`src/rtl/sdspi_seq_pkg.sv`:
```
package sdspi_seq_pkg;
  localparam logic [7:0] FILL_BYTE  = 8'hFF;
  localparam logic [7:0] TOKEN_BYTE = 8'hFE;
  localparam logic [7:0] STOP_BYTE  = 8'h4C;

  typedef enum logic [2:0] {
    ST_IDLE,
    ST_ARG,
    ST_NCR,
    ST_RESP,
    ST_NAC,
    ST_TOKEN,
    ST_DATA,
    ST_CRC
  } seq_state_e;
endpackage

```
`src/rtl/sdspi_crc16.sv`:
```
module sdspi_crc16 #(
  parameter int          CW   = 16,
  parameter logic [15:0] POLY = 16'h1021,
  parameter int          DW   = 8
) (
  input  logic          clk,
  input  logic          rst_n,
  input  logic          clr,
  input  logic          upd,
  input  logic [DW-1:0] din,
  output logic [CW-1:0] crc
);
  logic [CW-1:0] crc_q;
  logic [CW-1:0] stage [DW+1];

  assign stage[0] = crc_q;

  // One shift-and-reduce step per data bit, most significant bit first.
  for (genvar i = 0; i < DW; i++) begin : g_bit
    logic fb;
    assign fb         = stage[i][CW-1] ^ din[DW-1-i];
    assign stage[i+1] = {stage[i][CW-2:0], 1'b0} ^ (fb ? POLY[CW-1:0] : '0);
  end

  always_ff @(posedge clk or negedge rst_n) begin
    if (!rst_n) begin
      crc_q <= '0;
    end else if (clr) begin
      crc_q <= '0;
    end else if (upd) begin
      crc_q <= stage[DW];
    end
  end

  assign crc = crc_q;

  a_r8_clear_start: assert property (@(posedge clk) disable iff (!rst_n)
    clr |=> (crc == '0));
endmodule

```
`src/rtl/sdspi_cmd_capture.sv`:
```
module sdspi_cmd_capture #(
  parameter int ARG_BYTES = 4,
  localparam int AW = 8 * ARG_BYTES,
  localparam int NW = $clog2(ARG_BYTES + 1)
) (
  input  logic          clk,
  input  logic          rst_n,
  input  logic          start,
  input  logic          shift,
  input  logic [7:0]    din,
  output logic [5:0]    cmd_idx,
  output logic [AW-1:0] arg_word,
  output logic          arg_last
);
  logic [5:0]    cmd_q;
  logic [AW-1:0] arg_q;
  logic [NW-1:0] cnt_q;

  // The current byte enters at the bottom, so the first byte ends up at the top.
  assign arg_word = {arg_q[AW-9:0], din};
  assign arg_last = shift && (cnt_q == NW'(ARG_BYTES - 1));
  assign cmd_idx  = cmd_q;

  always_ff @(posedge clk or negedge rst_n) begin
    if (!rst_n) begin
      cmd_q <= '0;
      arg_q <= '0;
      cnt_q <= '0;
    end else if (start) begin
      cmd_q <= din[5:0];
      cnt_q <= '0;
    end else if (shift) begin
      arg_q <= arg_word;
      cnt_q <= cnt_q + 1'b1;
    end
  end

  a_r2_arg_count: assert property (@(posedge clk) disable iff (!rst_n)
    cnt_q <= NW'(ARG_BYTES));
  a_r2_last_resets: assert property (@(posedge clk) disable iff (!rst_n)
    (arg_last && !start) |=> (cnt_q == NW'(ARG_BYTES)));
endmodule

```
`src/rtl/sdspi_rsp_buf.sv`:
```
module sdspi_rsp_buf #(
  parameter int MAXB = 5,
  localparam int LW = $clog2(MAXB + 1),
  localparam int BW = 8 * MAXB
) (
  input  logic          clk,
  input  logic          rst_n,
  input  logic          capture,
  input  logic [LW-1:0] len_in,
  input  logic [BW-1:0] bytes_in,
  input  logic          data_in,
  input  logic          advance,
  output logic [7:0]    cur_byte,
  output logic          is_last,
  output logic          data_follows
);
  logic [BW-1:0] bytes_q;
  logic [LW-1:0] len_q;
  logic [LW-1:0] len_eff;
  logic [LW-1:0] idx_q;
  logic          data_q;

  always_comb begin
    if (len_in == '0) begin
      len_eff = LW'(1);
    end else if (len_in > LW'(MAXB)) begin
      len_eff = LW'(MAXB);
    end else begin
      len_eff = len_in;
    end
  end

  assign cur_byte     = bytes_q[idx_q*8 +: 8];
  assign is_last      = (idx_q == len_q - LW'(1));
  assign data_follows = data_q;

  always_ff @(posedge clk or negedge rst_n) begin
    if (!rst_n) begin
      bytes_q <= '0;
      len_q   <= LW'(1);
      idx_q   <= '0;
      data_q  <= 1'b0;
    end else if (capture) begin
      bytes_q <= bytes_in;
      len_q   <= len_eff;
      idx_q   <= '0;
      data_q  <= data_in;
    end else if (advance && !is_last) begin
      idx_q <= idx_q + 1'b1;
    end
  end

  a_r5_len_range: assert property (@(posedge clk) disable iff (!rst_n)
    (len_q >= LW'(1)) && (len_q <= LW'(MAXB)));
  a_r4_idx_bound: assert property (@(posedge clk) disable iff (!rst_n)
    idx_q < len_q);
endmodule

```
`src/rtl/sdspi_card_seq.sv`:
```
module sdspi_card_seq #(
  parameter int  ARG_BYTES = 4,
  parameter int  RSP_MAX   = 5,
  localparam int LEN_W     = $clog2(RSP_MAX + 1),
  localparam int AW        = 8 * ARG_BYTES,
  localparam int RW        = 8 * RSP_MAX
) (
  input  logic             clk,
  input  logic             rst_n,
  input  logic             xfer_valid,
  input  logic [7:0]       host_byte,
  output logic [7:0]       card_byte,
  output logic             req_valid,
  output logic [5:0]       req_cmd,
  output logic [AW-1:0]    req_arg,
  input  logic [LEN_W-1:0] rsp_len,
  input  logic [RW-1:0]    rsp_bytes,
  input  logic             rsp_data,
  output logic             rd_strobe,
  input  logic [7:0]       rd_byte,
  input  logic             rd_last
);
  import sdspi_seq_pkg::*;

  seq_state_e  state_q, state_d;
  logic [7:0]  card_q, reply_d;
  logic        stop_q, stop_set, stop_clr;
  logic        crc_lo_q, crc_lo_d;

  logic        cap_start, cap_shift, cap_last;
  logic        rb_advance, rb_last, rb_data;
  logic [7:0]  rb_byte;
  logic        crc_clr, crc_upd;
  logic [15:0] crc_val;
  logic        stop_hit;

  sdspi_cmd_capture #(.ARG_BYTES(ARG_BYTES)) u_cmd (
    .clk      (clk),
    .rst_n    (rst_n),
    .start    (cap_start),
    .shift    (cap_shift),
    .din      (host_byte),
    .cmd_idx  (req_cmd),
    .arg_word (req_arg),
    .arg_last (cap_last)
  );

  sdspi_rsp_buf #(.MAXB(RSP_MAX)) u_rsp (
    .clk          (clk),
    .rst_n        (rst_n),
    .capture      (req_valid),
    .len_in       (rsp_len),
    .bytes_in     (rsp_bytes),
    .data_in      (rsp_data),
    .advance      (rb_advance),
    .cur_byte     (rb_byte),
    .is_last      (rb_last),
    .data_follows (rb_data)
  );

  sdspi_crc16 #(.CW(16), .POLY(16'h1021), .DW(8)) u_crc (
    .clk   (clk),
    .rst_n (rst_n),
    .clr   (crc_clr),
    .upd   (crc_upd),
    .din   (rd_byte),
    .crc   (crc_val)
  );

  assign stop_hit = xfer_valid && (state_q == ST_DATA) && (host_byte == STOP_BYTE);

  always_comb begin
    state_d    = state_q;
    reply_d    = FILL_BYTE;
    cap_start  = 1'b0;
    cap_shift  = 1'b0;
    req_valid  = 1'b0;
    rb_advance = 1'b0;
    rd_strobe  = 1'b0;
    crc_clr    = 1'b0;
    crc_upd    = 1'b0;
    stop_set   = 1'b0;
    stop_clr   = 1'b0;
    crc_lo_d   = crc_lo_q;
    if (stop_hit) begin
      // The stop byte is itself the command byte of the next frame.
      cap_start = 1'b1;
      stop_set  = 1'b1;
      state_d   = ST_ARG;
    end else if (xfer_valid) begin
      unique case (state_q)
        ST_IDLE: begin
          if (host_byte != FILL_BYTE) begin
            cap_start = 1'b1;
            state_d   = ST_ARG;
          end
        end
        ST_ARG: begin
          cap_shift = 1'b1;
          if (cap_last) begin
            req_valid = 1'b1;
            state_d   = ST_NCR;
          end
        end
        ST_NCR: begin
          state_d = ST_RESP;
        end
        ST_RESP: begin
          if (stop_q) begin
            stop_clr = 1'b1;
          end else begin
            reply_d    = rb_byte;
            rb_advance = 1'b1;
            if (rb_last) begin
              state_d = rb_data ? ST_NAC : ST_IDLE;
            end
          end
        end
        ST_NAC: begin
          state_d = ST_TOKEN;
        end
        ST_TOKEN: begin
          reply_d = TOKEN_BYTE;
          crc_clr = 1'b1;
          state_d = ST_DATA;
        end
        ST_DATA: begin
          reply_d   = rd_byte;
          rd_strobe = 1'b1;
          crc_upd   = 1'b1;
          if (rd_last) begin
            crc_lo_d = 1'b0;
            state_d  = ST_CRC;
          end
        end
        ST_CRC: begin
          reply_d  = crc_lo_q ? crc_val[7:0] : crc_val[15:8];
          crc_lo_d = 1'b1;
          if (crc_lo_q) begin
            state_d = ST_IDLE;
          end
        end
        default: begin
          state_d = ST_IDLE;
        end
      endcase
    end
  end

  always_ff @(posedge clk or negedge rst_n) begin
    if (!rst_n) begin
      state_q  <= ST_IDLE;
      card_q   <= FILL_BYTE;
      stop_q   <= 1'b0;
      crc_lo_q <= 1'b0;
    end else begin
      state_q  <= state_d;
      crc_lo_q <= crc_lo_d;
      if (xfer_valid) begin
        card_q <= reply_d;
      end
      if (stop_set) begin
        stop_q <= 1'b1;
      end else if (stop_clr) begin
        stop_q <= 1'b0;
      end
    end
  end

  assign card_byte = card_q;

  a_r2_req_in_frame: assert property (@(posedge clk) disable iff (!rst_n)
    req_valid |-> (xfer_valid && state_q == ST_ARG));
  a_r3_gap_follows: assert property (@(posedge clk) disable iff (!rst_n)
    req_valid |=> (state_q == ST_NCR && card_byte == FILL_BYTE));
  a_r6_fetch_in_data: assert property (@(posedge clk) disable iff (!rst_n)
    rd_strobe |-> (state_q == ST_DATA && !req_valid));
  a_r6_token_byte: assert property (@(posedge clk) disable iff (!rst_n)
    (xfer_valid && state_q == ST_TOKEN) |=> (card_byte == TOKEN_BYTE && state_q == ST_DATA));
  a_r9_stop_abort: assert property (@(posedge clk) disable iff (!rst_n)
    stop_hit |=> (state_q == ST_ARG && stop_q && card_byte == FILL_BYTE));
  a_r11_quiet_hold: assert property (@(posedge clk) disable iff (!rst_n)
    !xfer_valid |=> ($stable(card_byte) && $stable(state_q)));
  a_r11_no_strobe: assert property (@(posedge clk) disable iff (!rst_n)
    !xfer_valid |-> (!req_valid && !rd_strobe));
endmodule

```
`config.mk`:
```
export PLATFORM = sky130hd
export DESIGN_NAME = sdspi_card_seq
export DESIGN_NICKNAME = d
export VERILOG_FILES = /design/src/rtl/sdspi_seq_pkg.sv /design/src/rtl/sdspi_crc16.sv /design/src/rtl/sdspi_cmd_capture.sv /design/src/rtl/sdspi_rsp_buf.sv /design/src/rtl/sdspi_card_seq.sv
export SDC_FILE = /design/constraint.sdc
export NUM_CORES = 1
export LEC_CHECK = 0
export CORE_UTILIZATION = 33
export DETAILED_ROUTE_END_ITERATION = 16
export REMOVE_ABC_BUFFERS = 1
export SLEW_MARGIN = 15
export SYNTH_ARGS = -nofsm -noshare
export SYNTH_HDL_FRONTEND = slang
export SYNTH_SLANG_ARGS = --single-unit
```
`constraint.sdc`:
```
create_clock -name clk -period 2.5 [get_ports clk]
set_input_delay 0.375 -clock clk [delete_from_list [all_inputs] [get_ports clk]]
set_output_delay 0.375 -clock clk [all_outputs]
set_load 0.01 [all_outputs]
```
Word level (Yosys, flattened, before mapping):

Index checks and enable logic that the tools add are counted.

* shift-type cells: 1
* order comparisons: 1
* $add $sub $neg: 3
* eq/ne operators: 18
* bitwise logic cells: 18
* reduce and logical (&&, ||, !) cells: 16
* muxes and demuxes: 60

Operators with widths (number)
* 16-bit bitwise XOR: 8
* 13-bit two-way mux: 8
* 3-bit two-way mux: 15
* 40-bit by 7-bit indexed part select with 8-bit output: 1
* 16-bit two-way mux: 2
* 8-bit case mux with 4 select lines: 1
* 1-bit two-way mux: 29
* 8-bit two-way mux: 3
* 3-bit case mux with 8 select lines: 1
* 3-bit inequality test (second input constant): 5
* 3-bit == test (second input constant): 4
* 2-bit nonzero test: 6
* 3-bit by 2-bit == test with 1-bit output (second input constant): 3
* 8-bit by 7-bit == test with 1-bit output (second input constant): 1
* 8-bit inequality test (second input constant): 1
* 1-bit bitwise XOR: 8
* 7-bit AND reduction: 1
* 3-bit by 1-bit adder with 3-bit output (second input constant): 2
* 3-bit zero test: 2
* 1-bit logical AND: 4
* 4-bit AND reduction: 1
* 3-bit by 1-bit == test with 1-bit output (second input constant): 1
* 3-bit == test: 1
* 3-bit > comparator (second input constant): 1
* other kinds (7): 8

* bits of input ports: 64
* word-level logic and storage cells: 129
* register bits after elaboration: 109
* output and inout port bits: 48

Logic depth before layout (Yosys ltp):

* depth after elaboration: 26
* gate-level depth with buffers: 9
* gate-level depth less buffers: 7

Hierarchy:

Synthesis repeated with hierarchy kept, for this count alone.

* cells, all modules: 438
* area, all modules: 5739.3 µm²

Modules (own cells, without submodules)
* sdspi_rsp_buf: seq. area each 1177.4 µm², area each 2217.1 µm², cells an instance 158, instances 1
* sdspi_cmd_capture: seq. area each 825.8 µm², area each 1445.1 µm², cells an instance 86, instances 1
* sdspi_crc16: seq. area each 400.4 µm², area each 1041.0 µm², cells an instance 78, instances 1
* sdspi_card_seq: seq. area each 335.3 µm², area each 1036.0 µm², cells an instance 116, instances 1

Least setup slack after synthesis:

No wires, ideal clock.

* path type: in2reg
* start: in host_byte[1]
* end: reg u_cmd.cmd_q[0] (netlist: u_cmd.cmd_idx[0])
* stages: 5
* data required time: 2.373 ns
* path buffers: 1
* slack: 0.633 ns
* setup time: 0.127 ns
* data arrival time: 1.739 ns
* path through: or4_4 nor3_4 a31o_1 buf_4 mux2_1

* longest elaborated chain between the ends: 5
* elaborated cells between the ends (all ways): 7
* those cells by class: eq/ne (2); mux (4); reduce/logical (1)

RTL lines
* start: declaration: RTL line sdspi_card_seq.sv:11 `input logic [7:0] host_byte,`
* 8-bit inequality test: RTL line sdspi_card_seq.sv:93 `if (host_byte != FILL_BYTE) begin`
* 1-bit two-way mux: RTL line sdspi_card_seq.sv:93
* 1-bit two-way mux: RTL line sdspi_card_seq.sv:91 `unique case (state_q)`
* 1-bit two-way mux: RTL line sdspi_card_seq.sv:90 `end else if (xfer_valid) begin`
* 1-bit two-way mux (*): RTL line sdspi_card_seq.sv:85 `if (stop_hit) begin`
* end signal: assignment: RTL line sdspi_cmd_capture.sv:30 `cmd_q <= din[5:0];`
* end: declaration: RTL line sdspi_cmd_capture.sv:15 `logic [5:0] cmd_q;`

Mark *: on every way between the ends. The rest lies on a longest branch, timed or not.
A chain may end at the register's enable or synchronous reset.

Worst setup path in the final report:

* start: reg state_q[1]
* end: out req_valid

* longest elaborated chain between the ends: 9
* elaborated cells between the ends (all ways): 12
* those cells by class: eq/ne (2); mux (7); reduce/logical (3)

RTL lines
* start: declaration: RTL line sdspi_card_seq.sv:25 `seq_state_e state_q, state_d;`
* start signal: assignment: RTL line sdspi_card_seq.sv:157 `state_q <= state_d;`
* 3-bit by 1-bit == test with 1-bit output / 3-bit == test (equally long branches): RTL line sdspi_card_seq.sv:91, sdspi_card_seq.sv:70
* 1-bit two-way mux / 1-bit logical AND (equally long branches): RTL line sdspi_card_seq.sv:91, sdspi_card_seq.sv:70
* 1-bit two-way mux / 1-bit logical AND (equally long branches): RTL line sdspi_card_seq.sv:90, sdspi_card_seq.sv:70
* 1-bit two-way mux: RTL line sdspi_card_seq.sv:85
* 1-bit logical AND: RTL line sdspi_cmd_capture.sv:21 `assign arg_last = shift && (cnt_q == NW'(ARG_BYTES - 1));`
* 1-bit two-way mux: RTL line sdspi_card_seq.sv:100 `if (cap_last) begin`
* 1-bit two-way mux: RTL line sdspi_card_seq.sv:91
* 1-bit two-way mux: RTL line sdspi_card_seq.sv:90
* 1-bit two-way mux (*): RTL line sdspi_card_seq.sv:85
* end: declaration: RTL line sdspi_card_seq.sv:13 `output logic req_valid,`

Marks and branches as above.

==> flow_summary.ini <==
[worst_setup_path]
critical_path_required_ps = 2120
timing.critical_path.arrival_ps = 1920
rrSetupSlack_ps = 420
critical_path.max_fanout = 4
kind_of_end_point_of_the_critical_path = output port
critical_path.startpoint_type = flip-flop
criticalPathCategory = flip-flop to output port

[yosys]
synth_common_cells = dfrtp_1, nand2_1, mux2_1
ys_ff_latch = 109
syn_inst = 509
ys_top_cells_by_area = dfrtp_1, mux2_1, nand2_1
netlist_area_mm2 = 0.00533
synth-edff-count = 0
asyncSetResetFlopFracSynth_pct = 100
synth-seq-area-share_pct = 51.4
synth.yosys.warnings = 0
dominantRegCellSynth = dfrtp_1
post_synth.cell_area_avg_um2 = 10.5
synth_top_area_share_pct = 46.9
synth.most_common_cell = dfrtp_1
synth.distinct_cells = 51
synth_area_leader_cell = dfrtp_1

[global_route]
grt_remaining_overflow = 0
grt_antenna_before_repair = 0
pin_count_of_the_biggest_net_entering_global_routing = 49
grt_first_pass_wirelength_um = 20700
grt_usage_pct = 16.0
first_global_vias = 4039

[sta]
final-hold-violation-count = 0
worst_clock_skew_ps = 5.44
fin_tns_setup_ps = 0
final.min_clock_period_ps = 2290
fmaxAchievable_mhz = 436
worstMarginPinSlew_ps = 553
final_setup_violation_count = 0
max_slew_headroom_pct = 63.2
post-route-period-util_pct = 91.6
grt_setup_unrepaired = false
slew_viols_final = 0

[pwr]
sequentialPowerShare_pct = 40.2
cellInternalPower_uw = 4450
switching_share_pct = 34.0
power.share.combinational_pct = 39.1
p_per_area_mw_per_mm2 = 955
cellLeakagePower_uw = 0.00314
p_total_uw = 6740
maximum_vdd_drop_v = 0.000426
power.share.clock_pct = 20.7
p_switching_uw = 2290

[placement]
dp_hpwl_um = 9400
finalWeightedCongestion = 0.818
portBuffers = 111

[clock_network]
path_clk_slew_ps = 70
tritoncts = done
clk-insertion-delay-late_ps = 350
numCtsBuffers = 9
cts_max_path_buffers = 2
sink_count = 109
cts_max_level = 3
cts_root_buf = clkbuf_16

[die]
die-area_mm2 = 0.0167
floorplan.die.width_um = 129
chipHeight_um = 129
boundary_pins = 112
fp.coreArea_mm2 = 0.0158
starting_density_of_the_core_pct = 33.7
rows = 46

[routing]
drt_first_iter_violations = 129
avgRoutedWirePerCell_um = 15.1
totalWireLength_um = 12800
first_pass_iters = 4
via_per_inst = 4.78
number_of_drc_violations_after_detailed_routing = 0
drtAntennaViolNets = 0
vias = 4042

[finish]
layout-drive-gt1-share_pct = 10.7
n_antenna_cell = 0
design.final.nets = 692
layout-area-overhead-vs-synth_pct = 32.4
layout.filler_cells = 1476
final_core_utilization_pct = 44.6

[hold_path]
worst_hold_path_type = flip-flop to flip-flop

[outcome]
status = completed

[job]
drv_cap = 0
-- repair_timing --
action,in CTS,in global routing
endpoints found under the hold margin,25,0
endpoints found under the setup margin,1,2
gates resized for setup,2,1
setup buffers,0,1
hold buffers,1,0
-- through the flow --
stage          worst slack (ps)  cells  hold slack (ps)  instance area [um2]
3_5_place_dp               5.33    827              327                 6740
4_1_cts                    2.50    844              479                 7050
2_1_floorplan              3.24    471             79.4                 5110
5_1_grt                     110    845              488                 7060
6_report                    209    845              474                 7060
3_3_place_gp               7.03    827              322                 6740
-- layout make-up --
class	instances	area (um2)	area share (%)
inverter	14	55.1	0.780
multi-input combinational	348	2320	32.9
clock buffer	13	270	3.83
timing repair buffer	142	1380	19.6
sequential	109	2740	38.8
clock inverter	3	20.0	0.284
tap	216	270	3.83
-- critical path, cell delays in order (launching register included) --
cell and delay [ps]:
dfrtp_1 390, nor3b_2 240, and2_1 200, nand2_2 120, inv_4 80, clkdlybuf4s50_1 530
-- cells by family after synthesis --
group	after synthesis	synth area share, %
mux	57	11.7
simple gates	159	13.8
buf+inv	52	5.21
flops	109	51.4
xor+xnor	29	5.05
compound gates	99	11.9
fa+ha+maj	4	0.939
-- power groups by stage --
stage	Clock (uW)	Combinational, uW	Sequential [uW]
detailed placement	0	2610	2770
finish	1390	2640	2710
CTS	1440	2630	2730
floorplan	0	1230	2900
global route	1510	2910	2780
global placement	0	2530	2740
-- state kept, by name, summed over array words and instances (netlist names) --
register,flops
card_byte,8
crc_lo_q,1
state_q,3
stop_q,1
u_cmd.arg_q,24
u_cmd.cmd_idx,6
u_cmd.cnt_q,3
u_crc.crc,16
u_rsp.bytes_q,40
u_rsp.data_follows,1
u_rsp.idx_q,3
u_rsp.len_q,3
-- placed cells by master, fill, tap and decap left out, types with 3 or more instances in the layout --
master	netlist	routed
xnor2_1	18	18
nor2b_1	5	5
a21boi_0	5	5
nand2_1	99	99
or3_1	3	3
nor2_1	13	13
o21ai_0	12	12
buf_12	0	3
o22ai_1	8	8
clkbuf_8	0	3
clkdlybuf4s50_1	0	109
mux2_1	42	42
xor2_1	10	10
a31oi_1	11	11
a21oi_1	20	20
nor3_1	10	10
nand2b_1	3	3
buf_4	11	28
o21ai_1	19	19
dfstp_2	9	9
inv_1	12	12
and3_1	3	3
dfrtp_1	100	99
ha_1	4	4
a22o_1	16	16
nand3_1	5	5
clkbuf_16	0	9
mux2i_1	14	14
-- path summary, 6_finish.rpt --
path                                   end  cells after the start       startpoint
max                              req_valid                      5       state_q[1]
min                        u_cmd.arg_q[23]                      2  u_cmd.arg_q[23]
max reg2reg                     state_q[1]                      7   u_rsp.len_q[0]
min reg2reg                u_cmd.arg_q[23]                      2  u_cmd.arg_q[23]
max in group asynchronous   u_rsp.len_q[0]                      3            rst_n
min in group asynchronous  u_cmd.arg_q[16]                      2            rst_n
-- layer usage --
metal  vias to the layer above  GRT usage, %  share of wire (%)
met2                        63          25.9                 49
met3                        10          3.43                3.3
met5                         -             0                  0
met1                      1990          21.5                 47
met4                         0          4.57                1.0
li1                       1979             -                  -
(Power assumes the default switching activity.)
